===== src/rtl/sertx_pkg.sv =====
package sertx_pkg;

  localparam int DW = 8;

  typedef enum logic [2:0] {
    PH_IDLE  = 3'd0,
    PH_START = 3'd1,
    PH_DATA  = 3'd2,
    PH_PAR   = 3'd3,
    PH_STOP  = 3'd4
  } phase_t;

  // Index of the final data bit for a length code (5..8 bits).
  function automatic logic [2:0] last_idx(input logic [1:0] len);
    return 3'd4 + {1'b0, len};
  endfunction

  // Stop period in ticks; the half-bit form only exists for 5-bit characters.
  function automatic int stop_span(input logic two, input logic [1:0] len, input int ovs);
    if (!two)          return ovs;
    else if (len == 0) return ovs + ovs / 2;
    else               return 2 * ovs;
  endfunction

  // Parity over the active data bits; seed of 1 yields odd parity.
  function automatic logic parity_of(input logic [DW-1:0] d, input logic [1:0] len,
                                     input logic odd);
    logic p;
    p = odd;
    for (int i = 0; i < DW; i++) begin
      if (i <= int'(last_idx(len))) p = p ^ d[i];
    end
    return p;
  endfunction

endpackage


===== src/rtl/sertx_hold.sv =====
module sertx_hold
  import sertx_pkg::*;
(
  input  logic          clk,
  input  logic          rst_n,
  input  logic          wr_stb,
  input  logic [DW-1:0] wr_data,
  input  logic          sh_idle,
  output logic [DW-1:0] hold_q,
  output logic          xfer,
  output logic          hold_empty,
  output logic          line_empty
);

  logic wr_seen;    // write sampled on the previous edge
  logic hold_full;

  // Hand-over waits until the flag drop from a fresh write has happened.
  assign xfer = hold_full && !wr_seen && sh_idle;

  always_ff @(posedge clk or negedge rst_n) begin
    if (!rst_n) begin
      hold_q     <= '0;
      wr_seen    <= 1'b0;
      hold_full  <= 1'b0;
      hold_empty <= 1'b1;
      line_empty <= 1'b1;
    end else begin
      wr_seen <= wr_stb;
      if (wr_stb) begin
        hold_q    <= wr_data;
        hold_full <= 1'b1;
      end else if (xfer) begin
        hold_full <= 1'b0;
      end
      if (wr_seen)   hold_empty <= 1'b0;
      else if (xfer) hold_empty <= 1'b1;
      if (wr_seen)                      line_empty <= 1'b0;
      else if (sh_idle && !hold_full)   line_empty <= 1'b1;
    end
  end

  assert_flags_drop_R6: assert property (@(posedge clk) disable iff (!rst_n)
    wr_stb |=> ##1 (!hold_empty && !line_empty));

  assert_first_edge_keeps_R6: assert property (@(posedge clk) disable iff (!rst_n)
    (wr_stb && hold_empty && !wr_seen) |=> hold_empty);

  assert_empty_needs_idle_R8: assert property (@(posedge clk) disable iff (!rst_n)
    $rose(line_empty) |-> $past(sh_idle));

endmodule


===== src/rtl/sertx_shift.sv =====
module sertx_shift
  import sertx_pkg::*;
#(
  parameter int OVS = 16
) (
  input  logic          clk,
  input  logic          rst_n,
  input  logic          tick,
  input  logic          load,
  input  logic [DW-1:0] ld_data,
  input  logic [1:0]    cfg_len,
  input  logic          cfg_par_en,
  input  logic          cfg_par_odd,
  input  logic          cfg_two_stop,
  output logic          bit_o,
  output logic          idle,
  output logic          in_stop
);

  localparam int CW = $clog2(2 * OVS + 1);

  phase_t        ph;
  logic [CW-1:0] tcnt;
  logic [2:0]    bidx;
  logic [DW-1:0] sreg;
  logic [1:0]    len_q;
  logic          pen_q;
  logic          pbit_q;
  logic [CW-1:0] stop_q;

  logic bit_end, stop_end;
  assign bit_end  = tick && (tcnt == CW'(OVS - 1));
  assign stop_end = tick && (tcnt == stop_q - 1'b1);

  always_ff @(posedge clk or negedge rst_n) begin
    if (!rst_n) begin
      ph     <= PH_IDLE;
      tcnt   <= '0;
      bidx   <= '0;
      sreg   <= '0;
      len_q  <= '0;
      pen_q  <= 1'b0;
      pbit_q <= 1'b0;
      stop_q <= CW'(OVS);
    end else if (load) begin
      ph     <= PH_START;
      tcnt   <= '0;
      bidx   <= '0;
      sreg   <= ld_data;
      len_q  <= cfg_len;
      pen_q  <= cfg_par_en;
      pbit_q <= parity_of(ld_data, cfg_len, cfg_par_odd);
      stop_q <= CW'(stop_span(cfg_two_stop, cfg_len, OVS));
    end else if (tick && ph != PH_IDLE) begin
      case (ph)
        PH_START: begin
          if (bit_end) begin
            ph   <= PH_DATA;
            tcnt <= '0;
          end else tcnt <= tcnt + 1'b1;
        end
        PH_DATA: begin
          if (bit_end) begin
            tcnt <= '0;
            sreg <= sreg >> 1;
            if (bidx == last_idx(len_q)) ph <= pen_q ? PH_PAR : PH_STOP;
            else                         bidx <= bidx + 1'b1;
          end else tcnt <= tcnt + 1'b1;
        end
        PH_PAR: begin
          if (bit_end) begin
            ph   <= PH_STOP;
            tcnt <= '0;
          end else tcnt <= tcnt + 1'b1;
        end
        PH_STOP: begin
          if (stop_end) begin
            ph   <= PH_IDLE;
            tcnt <= '0;
          end else tcnt <= tcnt + 1'b1;
        end
        default: ph <= PH_IDLE;
      endcase
    end
  end

  always_comb begin
    case (ph)
      PH_START: bit_o = 1'b0;
      PH_DATA:  bit_o = sreg[0];
      PH_PAR:   bit_o = pbit_q;
      default:  bit_o = 1'b1;
    endcase
  end

  assign idle    = (ph == PH_IDLE);
  assign in_stop = (ph == PH_STOP);

  assert_start_after_load_R2: assert property (@(posedge clk) disable iff (!rst_n)
    load |=> !bit_o);

  assert_count_on_tick_R4: assert property (@(posedge clk) disable iff (!rst_n)
    (!tick && !load) |=> $stable(tcnt));

  assert_no_load_busy_R7: assert property (@(posedge clk) disable iff (!rst_n)
    load |-> idle);

endmodule


===== src/rtl/sertx_top.sv =====
module sertx_top
  import sertx_pkg::*;
#(
  parameter int OVS = 16
) (
  input  logic       clk,
  input  logic       rst_n,
  input  logic       wr_stb,
  input  logic [7:0] wr_data,
  input  logic [1:0] cfg_len,
  input  logic       cfg_par_en,
  input  logic       cfg_par_odd,
  input  logic       cfg_two_stop,
  input  logic       brk,
  input  logic       baud_tick,
  output logic       txd,
  output logic       hold_empty,
  output logic       line_empty
);

  logic [DW-1:0] hold_q;
  logic          xfer;
  logic          sh_idle;
  logic          sh_bit;
  logic          sh_stop;

  sertx_hold u_hold (
    .clk        (clk),
    .rst_n      (rst_n),
    .wr_stb     (wr_stb),
    .wr_data    (wr_data),
    .sh_idle    (sh_idle),
    .hold_q     (hold_q),
    .xfer       (xfer),
    .hold_empty (hold_empty),
    .line_empty (line_empty)
  );

  sertx_shift #(.OVS(OVS)) u_shift (
    .clk          (clk),
    .rst_n        (rst_n),
    .tick         (baud_tick),
    .load         (xfer),
    .ld_data      (hold_q),
    .cfg_len      (cfg_len),
    .cfg_par_en   (cfg_par_en),
    .cfg_par_odd  (cfg_par_odd),
    .cfg_two_stop (cfg_two_stop),
    .bit_o        (sh_bit),
    .idle         (sh_idle),
    .in_stop      (sh_stop)
  );

  assign txd = brk ? 1'b0 : sh_bit;

  assert_break_low_R9: assert property (@(posedge clk) disable iff (!rst_n)
    brk |-> !txd);

  assert_idle_high_R1: assert property (@(posedge clk) disable iff (!rst_n)
    (sh_idle && !brk) |-> txd);

  assert_stop_high_R5: assert property (@(posedge clk) disable iff (!rst_n)
    (sh_stop && !brk) |-> txd);

  assert_busy_not_empty_R8: assert property (@(posedge clk) disable iff (!rst_n)
    !sh_idle |-> !line_empty);

endmodule


===== config.mk =====
export PLATFORM = sky130hd
export DESIGN_NAME = sertx_top
export DESIGN_NICKNAME = d
export VERILOG_FILES = /design/src/rtl/sertx_pkg.sv /design/src/rtl/sertx_hold.sv /design/src/rtl/sertx_shift.sv /design/src/rtl/sertx_top.sv
export SDC_FILE = /design/constraint.sdc
export NUM_CORES = 1
export LEC_CHECK = 0
export ABC_AREA = 1
export CORE_ASPECT_RATIO = 1.1
export CORE_MARGIN = 8
export CORE_UTILIZATION = 57
export DETAILED_ROUTE_END_ITERATION = 10
export PLACE_DENSITY = 0.82
export RECOVER_POWER = 50
export SLEW_MARGIN = 30
export SYNTH_ARGS = -nofsm -noshare
export SYNTH_HDL_FRONTEND = slang
export SYNTH_HIERARCHICAL = 1
export SYNTH_SLANG_ARGS = --single-unit
export TNS_END_PERCENT = 10

===== constraint.sdc =====
create_clock -name clk -period 2.5 [get_ports clk]
set_input_delay 0.5 -clock clk [delete_from_list [all_inputs] [get_ports clk]]
set_output_delay 0.5 -clock clk [all_outputs]
set_load 0.1 [all_outputs]

Word level (Yosys, flattened, before mapping):

Index checks and enable logic that the tools add are counted.

* flip-flop bits (word level): 42
* output and inout port bits: 3

* $add $sub $neg: 5
* magnitude comparators: 7
* eq/ne operators: 13
* multiplexer cells: 47
* bitwise gates (word level): 8
* reductions and logical operators: 23

Operators with widths (count)
* two-way mux 3 bit: 13
* two-way mux 6 bit: 6
* two-way mux 8 bit: 4
* two-way mux 1 bit: 21
* less-or-equal comparator 3 bit, first input constant: 4
* != test 3 x 2 -> 1 bit, second input constant: 4
* one-hot mux 3 bit (4 select lines): 1
* one-hot mux 6 bit (2 select lines): 1
* nonzero test 2 bit: 6
* bitwise XOR 1 bit: 8
* adder 3 x 2 -> 3 bit, first input constant: 2
* adder 6 x 1 -> 6 bit, second input constant: 1
* equality test 3 x 2 -> 1 bit, second input constant: 2
* equality test 6 x 4 -> 1 bit, second input constant: 1
* equality test 6 bit: 1
* less-or-equal comparator 2 x 3 -> 1 bit, first input constant: 2
* logical AND 1 bit: 6
* AND reduction 6 bit: 1
* nonzero test 3 bit: 2
* subtractor 6 x 1 -> 6 bit, second input constant: 1
* AND reduction 4 bit: 1
* adder 3 x 1 -> 3 bit, second input constant: 1
* equality test 3 x 1 -> 1 bit, second input constant: 1
* equality test 3 bit: 1
* other kinds (11): 12

Logic depth before layout (Yosys ltp):

Gate-level depths: netlist (run 1).

* depth in word-level cells: 24
* mapped depth: 13

Hierarchy:

Netlist (run 1), hierarchy kept.

Modules (own cells, without submodules)
* sertx_shift: instances 1, cells each 243, area each 1711.6 um2, seq. area each 676.9 um2
* sertx_hold: instances 1, cells each 48, area each 450.4 um2, seq. area each 302.8 um2
* sertx_top: instances 1, cells each 2, area each 10.0 um2, seq. area each 0.0 um2

Least setup slack after synthesis (run 1):

Ideal clock, no wire load.

* path type: flip-flop to output port
* from: register u_shift.ph[1]
* to: output port txd
* data arrival time: 1.588 ns
* data required time: 2.000 ns
* setup slack: 0.412 ns
* cell stages (with the launch flop): 8
* path buffers: 0
* cell sequence: dfrtp_1 -> inv_2 -> nand2_2 -> nand2_1 -> a31oi_1 -> o21ai_0 -> inv_1 -> nor2_2

* cells in the longest elaborated chain, start to end: 3
* elaborated cells on any way between the ends: 5

RTL lines
* start, declared: line sertx_shift.sv:22 `phase_t ph;`
* start signal, assigned: line sertx_shift.sv:66 `if (bidx == last_idx(len_q)) ph <= pen_q ? PH_PAR : PH_STOP;`
* equality test 3 x 2 -> 1 bit / equality test 3 x 1 -> 1 bit (equally long branches): line sertx_shift.sv:88 `case (ph)`
* one-hot mux 1 bit (3 select lines) (*): line sertx_shift.sv:88
* net sh_bit: line sertx_top.sv:24 `logic sh_bit;`
* two-way mux 1 bit (*): line sertx_top.sv:54 `assign txd = brk ? 1'b0 : sh_bit;`
* end, declared: line sertx_top.sv:16 `output logic txd,`

The timed path passes the listed nets; every way through them passes the cells marked *.

Worst setup path after layout (run 1):

Same ends and word-level chain as after synthesis.

==> impl_metrics.ini, run 1 <==
[power_and_ir_drop]
vdd_drop_max_v = 0.0007399
p_per_area_nw_per_um2 = 1036
p_switching_w = 0.001119
power_frac_comb_pct = 45.9
pwr-share-seq_pct = 38.6
clkPwrFrac_pct = 15.5
leakage_nw = 1.304
switching_share_pct = 43.54
p_int_w = 0.001451

[placement]
io_buffers = 20
place_congestion = 0.8794
dp.cells = 357
hpwl_mm = 3.139

[sta]
fin_crit_sh_pct = 81.64
post-route-min-period_ps = 2041
finalSetupTns_ps = 0
finalHoldViolCount = 0
fin_skew_ps = 4.652
final_max_slew_viol_count = 0
worstMarginPinSlew_ps = 957.6
grt_setup_unrepaired = false
timing.fmax_ghz = 0.4899
setup_viol = 0
max_slew_margin_pct = 36.16

[synth]
synth.yosys.warnings = 6
syn_area_per_cell_um2 = 7.426
netlist_area_um2 = 2168
syn_inst = 292
mappedNetlistNets = 313

[floorplanning]
core_area_um2 = 3655
die_w_um = 74.81
die_h_um = 80.69
die_area_um2 = 6036
start_util_pct = 59.33
ios = 21
rows = 23

[routing]
dr.first_iter.drc_count = 69
drt_wl_total_mm = 4.219
via_per_inst = 5.112
antenna_left = 0
routedWlPerCell_um = 11.56
drtPass1Iterations = 4
drc = 0
via_count = 1866

[outcome]
status = finished, final reports clean

[critical_path]
rr_endpoint = u_shift/bidx[2]
path_class = reg -> out
path_max_fanout = 5
reg2reg_setup_slack_ps = 490
reg2reg_depth = 11
critPathLaunchType = register
r2r_start = u_shift/ph[1]
worstPathArrival_ps = 1540
crit_path_end_kind = output pin
cp.required_ps = 2000

[layout]
post-route-util_pct = 67.92
nNetsFinal = 335
synthToLayoutAreaGrowth_pct = 14.48
num_antenna_cells = 0
fin_cells = 365
drive_gt1_share_pct = 12.70

[flow_run]
maxCapViolCount = 0

[clock_network]
clock-sinks = 39
cts_root_buf = clkbuf_8
clk_latency_ps = 280
cts_tree = built
postCtsHoldBufs = 0
cts_max_level = 2
clk_path_buf_depth = 2
cts-resized-gates = 0
numCtsBuffers = 5
post_cts_buffers = 0
path_clk_slew_ps = 70

[global_routing]
grt_pass1_vias = 1752
overflow = 0
grt_max_degree = 40
grt_pass1_wl_mm = 7.465
track_usage_pct = 15.87
antenna_found_initial = 0

[hold_path]
hold_path_class = in -> async
[routing by layer]
metal | vias to the layer above | GRT usage (%) | wire length (µm)
met5 | - | 0 | 0
met4 | 0 | 7.843 | 67
met3 | 6 | 4.110 | 208
met2 | 52 | 25.57 | 2071
met1 | 849 | 19.00 | 1871
li1 | 959 | - | -
[area by class of cell]
cell class,count,area (µm²)
multi-input cells,201,979.7
well taps,50,62.56
repair buffers,21,207.7
fillers,323,1172
inverters,46,172.7
clock buffers,8,80.08
flip-flops and latches,39,979.7
[critical path, stage by stage, from the launching register on]
cell	delay (ps)
dfrtp_1	450
inv_2	110
nand2_2	90
nand2_1	100
a31oi_1	40
o21ai_0	80
inv_1	70
nor2_2	130
buf_12	190
[cells in the final DEF, fill, tap and decap left out, drive strengths merged, types with 3 or more instances in the layout]
cell	count
dfrtp	36
nand2	106
o211ai	3
clkdlybuf4s50	15
nand4	5
nor2	16
inv	46
o21ai	25
nand3	24
a21oi	7
ha	3
clkbuf	9
nor3	3
dfstp	3
buf	4
[sequential cells by signal, indices dropped and copies added (netlist names), 2 cells and up]
| register | cells |
|---|---|
| u_hold/hold_q | 8 |
| u_shift/bidx | 3 |
| u_shift/sreg | 8 |
| u_shift/len_q | 2 |
| u_shift/stop_q | 3 |
| u_shift/ph | 3 |
| u_shift/tcnt | 6 |
[power groups by stage]
stage | sequential, W | combinational [W] | clock, W
4_1_cts | 0.000992 | 0.00118 | 0.000418
3_3_place_gp | 0.00100 | 0.00115 | 0
6_report | 0.000993 | 0.00118 | 0.000399
5_1_grt | 0.00102 | 0.00134 | 0.000439
3_5_place_dp | 0.00100 | 0.00118 | 0
2_1_floorplan | 0.00105 | 0.000861 | 0
[metrics by stage]
stage / cell area, µm² / hold slack (ps) / power [W] / setup WS [ps]
floorplan: 2168 / 204.4 / 0.001907 / 412.4
global placement: 2402 / 447.7 / 0.002152 / 507.9
detailed placement: 2402 / 442.3 / 0.002179 / 503.3
CTS: 2482 / 347.8 / 0.002592 / 443.4
global route: 2482 / 435.4 / 0.002800 / 231.5
finish: 2482 / 353.5 / 0.002571 / 458.9
[how the worst max path moves through the flow]
stage | slack (ps) | startpoint | to
floorplan | 410 | u_shift/ph[1] | txd
global placement | 510 | u_shift/ph[1] | u_shift/bidx[1]
detailed placement | 500 | u_shift/ph[1] | u_shift/bidx[2]
CTS | 440 | u_shift/ph[1] | txd
global route | 230 | u_shift/ph[1] | u_shift/bidx[2]
finish | 460 | u_shift/ph[1] | txd
Note: power is estimated with default switching activity, not from simulation.
==> run 2: changes to the inputs <==
Settings changed: CORE_UTILIZATION 57 to 51, PLACE_DENSITY 0.82 to 0.77.
Clock period 2.5 ns to 1.66 ns, I/O delays scaled along.
==> impl_metrics.ini, run 2 (synthesized netlist as in run 1, its figures left out) <==
[sta]
timing.fmax_ghz = 0.5472
setup_viol = 5
fin_skew_ps = 1.421
finalSetupTns_ps = -336.3
finalHoldViolCount = 0
fin_crit_sh_pct = 110.1
post-route-min-period_ps = 1827
worstMarginPinSlew_ps = 955.1
final_max_slew_viol_count = 0
max_slew_margin_pct = 36.33
fin_ws_ps = -167.4
grt_setup_unrepaired = true

[critical_path]
r2r_start = u_shift/ph[0]
crit_path_end_kind = output pin
path_class = reg -> out
slowest_stage = dfrtp_1
path_max_fanout = 2
critPathLaunchType = register
crit_buf_inv = 4
slowest_delay_ps = 390
cp_top_family = buffers and inverters
reg2reg_setup_slack_ps = -70
cp.required_ps = 1330
path_cells = inv_2 -> nand2_4 -> buf_6 -> nand2_2 -> a31oi_1 -> o21ai_1 -> inv_1 -> nor2_4 -> buf_12
reg2reg_depth = 12
worstPathArrival_ps = 1500
rr_endpoint = u_shift/ph[0]

[global_routing]
use_met3_pct = 3.739
grt.met2_usage_pct = 26.17
track_usage_pct = 15.27
overflow = 0
met1_usage_pct = 17.76
busiest_layer = met2
antenna_found_initial = 0
grt_pass1_vias = 1914
grt_pass1_wl_mm = 8.293
grt_max_degree = 40

[outcome]
status = complete, but fails checks
violations = negative setup slack

[clock_network]
postCtsHoldBufs = 0
numCtsBuffers = 5
clk_path_buf_depth = 2
clk_latency_ps = 290
cts_max_level = 2
clock-sinks = 39
path_clk_slew_ps = 70
cts_root_buf = clkbuf_8
cts_tree = built

[routing]
drtPass1Iterations = 4
via_per_inst = 5.053
antenna_left = 0
dr.first_iter.drc_count = 94
via_count = 1991
drc = 0
drt_wl_total_mm = 5.029
routedWlPerCell_um = 12.76

[layout]
nNetsFinal = 360
synthToLayoutAreaGrowth_pct = 32.66
mostFrequentLayoutCells = nand2_1 (93), inv_1 (35), dfrtp_1 (35)
nFillCells = 345
top_regs = u_hold/hold_q (8), u_shift/sreg (8), u_shift/tcnt (6)
num_antenna_cells = 0
final_common_cell = nand2_1
post-route-util_pct = 68.63
drive_gt1_share_pct = 25.00
fin_area_um2 = 2877

[power_and_ir_drop]
power_frac_comb_pct = 53.3
switching_share_pct = 42.29
p_int_w = 0.002743
p_switching_w = 0.002010
leakage_nw = 1.481
clkPwrFrac_pct = 14.8
vdd_drop_max_v = 0.0007695
pwr-share-seq_pct = 31.9
p_per_area_nw_per_um2 = 1653

[hold_path]
hold_path_class = in -> async

[floorplanning]
die_w_um = 78.17
die_area_um2 = 6596
core_area_um2 = 4192
start_util_pct = 51.73
ios = 21
rows = 25
die_h_um = 84.39

[placement]
io_buffers = 20
dpl_cell_area_um2 = 2619
place_congestion = 0.8970
hpwl_mm = 3.441

[flow_run]
maxCapViolCount = 0
-- run 2: metrics by stage --
| stage | power, W | hold slack, ps | cells | worst slack (ps) |
|---|---|---|---|---|
| global placement | 0.003603 | 415.9 | 379 | 4.159 |
| finish | 0.004753 | 261.4 | 394 | -167.4 |
| detailed placement | 0.003669 | 421.3 | 379 | -39.60 |
| floorplan | 0.002983 | 36.41 | 292 | -49.35 |
| CTS | 0.004481 | 99.69 | 389 | -185.7 |
| global route | 0.005098 | 352.5 | 394 | -232.3 |
-- run 2: worst max-delay path by stage --
stage                                  to     startpoint  slack, ps  cells after the start
after floorplan           u_shift/bidx[2]  u_shift/ph[1]        -50                     12
after global placement    u_shift/tcnt[4]      baud_tick          4                     10
after detailed placement   u_shift/pbit_q     cfg_len[1]        -40                      8
after CTS                             txd  u_shift/ph[0]       -190                      9
after global routing                  txd  u_shift/ph[0]       -230                      9
final                                 txd  u_shift/ph[0]       -170                      9
-- run 2: power groups by stage --
stage | clock network (W) | logic, W | registers, W
6_report | 0.000704 | 0.00253 | 0.00152
3_5_place_dp | 0 | 0.00215 | 0.00152
5_1_grt | 0.000764 | 0.00278 | 0.00156
2_1_floorplan | 0 | 0.00140 | 0.00158
4_1_cts | 0.000727 | 0.00224 | 0.00151
3_3_place_gp | 0 | 0.00209 | 0.00151
-- run 2: what timing repair did --
| action | CTS | global route |
|---|---|---|
| pin swaps | 2 | 10 |
| gates cloned | 0 | 1 |
| endpoints found under the hold margin | 0 | 0 |
| gates resized for setup | 9 | 19 |
| buffers inserted | 2 | 4 |
| setup endpoints to repair | 10 | 21 |
-- run 2: layout make-up --
| class | count | area, µm² | area share, % |
|---|---|---|---|
| Multi-Input combinational cell | 201 | 1104 | 38.36 |
| Sequential cell | 39 | 980.9 | 34.10 |
| Timing Repair Buffer | 46 | 446.7 | 15.53 |
| Inverter | 46 | 177.7 | 6.177 |
| Clock buffer | 8 | 100.1 | 3.480 |
| Tap cell | 54 | 67.56 | 2.349 |
-- run 2: routing by layer --
layer,share of wire [%],vias up
li1,-,1011
met1,42,911
met2,52,58
met3,4.5,11
met4,2.0,0
met5,0,-
==> run 3: changes to the inputs <==
Settings changed: HOLD_SLACK_MARGIN set to 0.06.
==> results of run 3 <==
Final layout, timing and power as in run 2 (identical DEF).
